### config.mk
export PLATFORM = sky130hd
export DESIGN_NAME = npc_unit
export DESIGN_NICKNAME = d
export VERILOG_FILES = /design/src/rtl/npc_unit.sv
export SDC_FILE = /design/constraint.sdc
export NUM_CORES = 1
export LEC_CHECK = 0
export ABC_AREA = 1
export ABC_CLOCK_PERIOD_IN_PS = 4240
export BUFFER_PORTS_ARGS = -buffer_cell sky130_fd_sc_hd__buf_2
export CAP_MARGIN = 5
export CORE_ASPECT_RATIO = 1.5
export CORE_UTILIZATION = 52
export CTS_CLUSTER_DIAMETER = 120
export CTS_CLUSTER_SIZE = 14
export DETAILED_ROUTE_END_ITERATION = 6
export PLACE_DENSITY = 0.85
export SLEW_MARGIN = 10
export SYNTH_ARGS = -nofsm -noshare
export SYNTH_HDL_FRONTEND = slang
export SYNTH_SLANG_ARGS = --single-unit
### constraint.sdc
create_clock -name clk -period 4.24 [get_ports clk]
set_input_delay 0.636 -clock clk [delete_from_list [all_inputs] [get_ports clk]]
set_output_delay 0.636 -clock clk [all_outputs]
set_load 0.1 [all_outputs]
### src/rtl/npc_unit.sv
module npc_unit #(
  parameter logic [31:0] RESET_VEC = 32'hBFC0_0000,
  parameter logic [31:0] EXC_VEC   = 32'h0000_1100,
  parameter logic [4:0]  LINK_REG  = 5'd31
) (
  input  logic        clk,
  input  logic        rst_n,
  input  logic [5:0]  opcode,
  input  logic [5:0]  funct,
  input  logic [4:0]  rd,
  input  logic [15:0] imm,
  input  logic [25:0] target,
  input  logic [31:0] rs_val,
  input  logic [31:0] rt_val,
  input  logic        exc_req,
  output logic [31:0] pc,
  output logic [31:0] next_pc,
  output logic        link_we,
  output logic [4:0]  link_dst,
  output logic [31:0] link_data
);
  localparam logic [5:0] OP_SPECIAL = 6'b000000;
  localparam logic [5:0] OP_J       = 6'b000010;
  localparam logic [5:0] OP_JAL     = 6'b000011;
  localparam logic [5:0] OP_BEQ     = 6'b000100;
  localparam logic [5:0] OP_BNE     = 6'b000101;
  localparam logic [5:0] FN_JR      = 6'b001000;
  localparam logic [5:0] FN_JALR    = 6'b001001;

  logic [31:0] seq_pc, br_pc, abs_pc;
  logic        is_beq, is_bne, is_j, is_jal, is_jr, is_jalr;
  logic        operands_eq, take_br;

  assign seq_pc  = pc + 32'd4;
  assign br_pc   = seq_pc + {{14{imm[15]}}, imm, 2'b00};
  assign abs_pc  = {seq_pc[31:28], target, 2'b00};

  assign is_beq  = opcode == OP_BEQ;
  assign is_bne  = opcode == OP_BNE;
  assign is_j    = opcode == OP_J;
  assign is_jal  = opcode == OP_JAL;
  assign is_jr   = (opcode == OP_SPECIAL) && (funct == FN_JR);
  assign is_jalr = (opcode == OP_SPECIAL) && (funct == FN_JALR);

  assign operands_eq = rs_val == rt_val;
  assign take_br     = (is_beq && operands_eq) || (is_bne && !operands_eq);

  always_comb begin
    if (exc_req)                next_pc = EXC_VEC;
    else if (is_jr || is_jalr)  next_pc = rs_val;
    else if (is_j || is_jal)    next_pc = abs_pc;
    else if (take_br)           next_pc = br_pc;
    else                        next_pc = seq_pc;
  end

  assign link_dst  = is_jal ? LINK_REG : rd;
  assign link_data = pc + 32'd8;
  assign link_we   = !exc_req && (is_jal || is_jalr) && (link_dst != 5'd0);

  always_ff @(posedge clk or negedge rst_n) begin
    if (!rst_n) pc <= RESET_VEC;
    else        pc <= next_pc;
  end

  AST_PC_FOLLOWS_NEXT: assert property (@(posedge clk) disable iff (!rst_n)
    $past(rst_n) |-> pc == $past(next_pc));
  AST_EXC_REDIRECT: assert property (@(posedge clk) disable iff (!rst_n)
    exc_req |=> pc == EXC_VEC);
  AST_EXC_NO_LINK: assert property (@(posedge clk) disable iff (!rst_n)
    exc_req |-> !link_we);
  AST_NO_ZERO_LINK: assert property (@(posedge clk) disable iff (!rst_n)
    link_we |-> link_dst != 5'd0);
  AST_LINK_AHEAD: assert property (@(posedge clk) disable iff (!rst_n)
    link_we |=> $past(link_data) == $past(pc) + 32'd8);
endmodule

# Word level (Yosys, flattened, before mapping)
# Cells that the tools add are included.
# Widths: inputs -> output; s select.
[op_classes]
n_mux = 5
eq_ne = 7
reduce_logical = 14
add_sub_neg = 3
[ops]
columns = ["operator", "n"]
rows = [
  ["$mux 32", 4],
  ["$add 32x3->32 const B", 1],
  ["$add 32x32->32", 1],
  ["$add 32x4->32 const B", 1],
  ["$eq 32x32->1", 1],
  ["$eq 6x2->1 const B", 2],
  ["$eq 6x3->1 const B", 2],
  ["$eq 6x4->1 const B", 2],
  ["$logic_and 1x1->1", 6],
  ["$logic_not 6->1", 1],
  ["$mux 5", 1],
  ["$reduce_bool 5->1", 1],
  ["$logic_or 1x1->1", 4],
  ["$logic_not 1->1", 2],
]
[totals]
output_inout_bits = 102
reg_bits = 32

# Longest topological paths before layout
[depth]
word_depth = 8
mapped_depth = 25
depth_no_buf = 25

# Worst setup path after synthesis
# No wires, ideal clock.
[synth_timing]
path_kind = "register to output"
from = "reg pc[4]"
to = "out next_pc[30]"
slack_ns = -1.982
path_stages_with_launch = 19
n_path_buf = 0
t_arrival_ns = 5.586
cell_sequence = "dfrtp_1 ha_1 inv_1 nor2_2 nand2_4 nor2_4 xor2_2 mux2i_1 clkinv_1 ha_1 a21oi_1 o21ai_0 a21oi_1 inv_1 a21oi_1 nand2_1 nand2_1 nand3_1 a21oi_1"
[synth_between]
elab_chain_cells = 6
[synth_rtl]
columns = ["element", "line", "source"]
rows = [
  ["from (decl)", "16", "output logic [31:0] pc,"],
  ["from (signal assigned)", "62", "else pc <= next_pc;"],
  ["$add 32x3->32 *", "34", "assign seq_pc = pc + 32'd4;"],
  ["$add 32x32->32", "35", "assign br_pc = seq_pc + {{14{imm[15]}}, imm, 2'b00};"],
  ["$mux 32", "52", "else if (take_br) next_pc = br_pc;"],
  ["$mux 32 *", "51", "else if (is_j || is_jal) next_pc = abs_pc;"],
  ["$mux 32 *", "50", "else if (is_jr || is_jalr) next_pc = rs_val;"],
  ["$mux 32 *", "49", "if (exc_req) next_pc = EXC_VEC;"],
  ["to (decl)", "17", "output logic [31:0] next_pc,"],
]
# Mark *: on every way between the ends. The rest lies on a longest branch, timed or not.

# Final worst setup path
[layout_timing]
from = "reg pc[13]"
to = "out next_pc[21]"
[layout_between]
elab_chain_cells = 6
[layout_rtl]
columns = ["element", "line"]
rows = [
  ["$add 32x3->32 *", "34"],
  ["$add 32x32->32", "35"],
  ["$mux 32 *", "52"],
  ["$mux 32 *", "51"],
  ["$mux 32 *", "50"],
  ["$mux 32 *", "49"],
]
# Marked as above.

==> impl_metrics.env <==
export IMPL_worst_slew_pin_slew_ps=733.5
export IMPL_synth_nets=1274
export IMPL_ys_async_sr_fraction_pct=100.0
export IMPL_crit_path_end_kind="primary output"
export IMPL_io_pins=228
export IMPL_violations="design-rule violations, negative setup slack"
export IMPL_cts_htree_levels=2
export IMPL_drt_iter0_drc=757
export IMPL_synthesis_area_um2=6166
export IMPL_hold_ws_ps=409.0
export IMPL_clock_skew_ps=7.641
export IMPL_grt_pass1_wl_um=42400
export IMPL_fp_coreArea_um2=11530
export IMPL_largest_reg_flops=32
export IMPL_cp_slowest_cell="dfrtp_2"
export IMPL_drt_total_wl_um=30610
export IMPL_path_delay_family="simple AND/OR/NAND/NOR gates"
export IMPL_swShare_pct=47.12
export IMPL_synth_area_leaders="nand2_1, inv_1, dfrtp_1"
export IMPL_crit_top_cell="nand2_1"
export IMPL_synth_most_common_cell="nand2_1"
export IMPL_initial_core_util_pct=53.47
export IMPL_crit_type="flip-flop to primary output"
export IMPL_cp_cell_sequence="nand2_1 > inv_1 > nand2_1 > inv_2 > nand4_1 > nor2_4 > xnor2_2 > inv_1 > ha_1 > buf_4 > a21oi_4 > o21bai_2 > a21oi_4 > nand3_2 > nand2_1 > nand2_1 > o21bai_1 > nor2_1 > buf_4 > nor2_4 > buf_12"
export IMPL_reg_largest_list="pc: 32 flops"
export IMPL_die_area_um2=12310
export IMPL_fin_util_pct=86.44
export IMPL_yosysWarnings=0
export IMPL_synth_cells=1112
export IMPL_path_clk_slew_ps=60
export IMPL_max_stage_delay_ps=440
export IMPL_power_density_nw_per_um2=159.8
export IMPL_cts_tree="done"
export IMPL_fin_ws_ps=-8.948
export IMPL_cts_path_max_buffers=2
export IMPL_drc_errors=1
export IMPL_netlist_area_leader_share_pct=23.86
export IMPL_hold_violations=0
export IMPL_grt_overflow=0
export IMPL_setup_viol=1
export IMPL_wl_per_cell_um=19.65
export IMPL_vias=9010
export IMPL_top_register="pc"
export IMPL_ys_flop_type="dfrtp_1"
export IMPL_crit_buf_inv=6
export IMPL_firstDrtPassIters=7
export IMPL_period_share_pct=100.2
export IMPL_ant_nets=0
export IMPL_syn2layout_area_growth_pct=61.65
export IMPL_p_comb_share_pct=54.7
export IMPL_yosysTopAreaCell="nand2_1"
export IMPL_rsz0062_at_grt="yes"
export IMPL_cts_made_buffers=5
export IMPL_status="complete, but fails checks"
export IMPL_gp_congestion=1.059
export IMPL_viasPerCell=5.783
export IMPL_synth_commonest_cells="nand2_1, inv_1, nor2_1, nand3_1, a21oi_1"
export IMPL_root_buffer="clkbuf_16"
export IMPL_crit_fanout=6
export IMPL_ys_ff_latch=32
export IMPL_syn_avg_cell_area_um2=5.545
export IMPL_fin_nets=1569
export IMPL_internal_power_mw=0.8421
export IMPL_ys_seq_area_share_pct=13.17
export IMPL_hold_path_class="input port to async pin"
export IMPL_maxCapViolations=0
export IMPL_power_switching_mw=0.7504
export IMPL_grt_pass1_vias=8359
export IMPL_grt_antenna_before_repair=0
export IMPL_critPathRequiredTime_ps=3600
export IMPL_synth_cell_types=38
export IMPL_startpoint_type="flip-flop"
export IMPL_p_leak_nw=5.322
export IMPL_grtUsageTotal_pct=45.21
export IMPL_relSlewSlack_pct=51.05
export IMPL_period_needed_ps=4249
export IMPL_rows=48
export IMPL_clock_sinks=32
export IMPL_drive_gt1_share_pct=41.48
export IMPL_die_w_um=90.91
export IMPL_synth_edff_count=0
export IMPL_post_dp_hpwl_um=23140
export IMPL_p_seq_share_pct=20.9
export IMPL_die_h_um=135.4
export IMPL_clkPwrFrac_pct=24.4
export IMPL_slew_violations=0
export IMPL_grt_start_max_net_pins=48
export IMPL_io_buffer_count=227
export IMPL_clock_latency_ps=280
export IMPL_cp_data_arrival_time_ps=3610
export IMPL_fmax_mhz=235.4
export IMPL_diodes=0
export IMPL_ir_worst_vdd_v=0.0001755
==> final timing paths <==
path	from	to	slack, ps	depth (start not counted)
setup / recovery	pc[13]	next_pc[21]	-9	21
hold / removal	rst_n	pc[3]	410	1
setup reg to reg	pc[7]	pc[15]	950	21
hold reg to reg	pc[0]	pc[0]	590	2
max in group asynchronous	rst_n	pc[16]	3280	1
min in group clk	exc_req	pc[5]	590	2
==> routing by layer <==
layer / up-vias / global-route usage [%] / share of wire (%)
met5: - / 0 / 0
met1: 4092 / 44.09 / 32
met2: 648 / 83.08 / 48
li1: 4018 / - / -
met3: 252 / 7.632 / 8.2
met4: 0 / 37.30 / 11
==> logic make-up (layout without fill, tap and decap cells) <==
logic type	after synthesis	in the layout	synth area share, %
and+or+nand+nor	645	645	45.11
DFF	32	32	13.17
xor gates and xnor gates	82	82	11.77
buffers and inverters	212	508	13.37
muxes	1	1	0.1623
adders and majority gates	36	36	7.427
AOI/OAI and AO/OA	104	104	8.989
==> layout by cell type (no fill, tap or decap), types with 21 or more instances in the layout <==
master,synthesis,routed
xor2_1,40,23
buf_4,3,82
ha_4,0,21
nand3_1,84,67
buf_12,0,28
nand2_2,9,41
nor2_1,88,62
inv_1,179,168
o21ai_0,34,33
a21oi_4,0,21
nand2_1,392,352
nor2_4,4,25
xnor2_1,41,33
buf_2,8,199
==> stage by stage <==
| step | worst slack (ps) | cell area [um2] | power (mW) | setup TNS, ps | cells |
|---|---|---|---|---|---|
| 4_1_cts | -16.33 | 8864 | 1.486 | -25.23 | 1520 |
| 6_report | -8.948 | 9967 | 1.593 | -8.948 | 1558 |
| 3_5_place_dp | -86.65 | 8486 | 1.084 | -100.3 | 1505 |
| 2_1_floorplan | -230.8 | 6558 | 0.8412 | -1590 | 1112 |
| 3_3_place_gp | -62.27 | 8486 | 1.075 | -73.87 | 1505 |
| 5_1_grt | -117.9 | 9967 | 1.650 | -871.8 | 1558 |
==> power groups by stage <==
stage | clock (mW) | sequential (mW) | combinational, mW
3_3_place_gp | 0 | 0.338 | 0.738
5_1_grt | 0.400 | 0.333 | 0.916
3_5_place_dp | 0 | 0.338 | 0.746
6_report | 0.389 | 0.333 | 0.871
4_1_cts | 0.385 | 0.331 | 0.770
2_1_floorplan | 0 | 0.399 | 0.442
==> worst register-to-register path, delay by kind of cell, from the launching register on <==
kind / cells / cell delay [ps]
compound gates: 2 / 130
xor+xnor: 2 / 450
simple gates: 9 / 1020
fa+ha+maj: 1 / 290
buf+inv: 7 / 820
flops: 1 / 460
==> timing repair <==
item	in CTS	in global routing
resized for setup	36	162
setup buffers	7	38
setup endpoints to repair	19	20
pin swaps	10	61
hold buffers	0	0
==> area by class of cell <==
| type | count | area (um2) |
|---|---|---|
| inverter | 188 | 711.9 |
| multi-input combinational | 868 | 5868 |
| timing repair buffer | 312 | 2206 |
| clock buffer | 8 | 156.4 |
| tap | 150 | 187.7 |
| fill | 646 | 1564 |
| sequential | 32 | 837.1 |
Note: power is estimated with default switching activity, not from simulation.
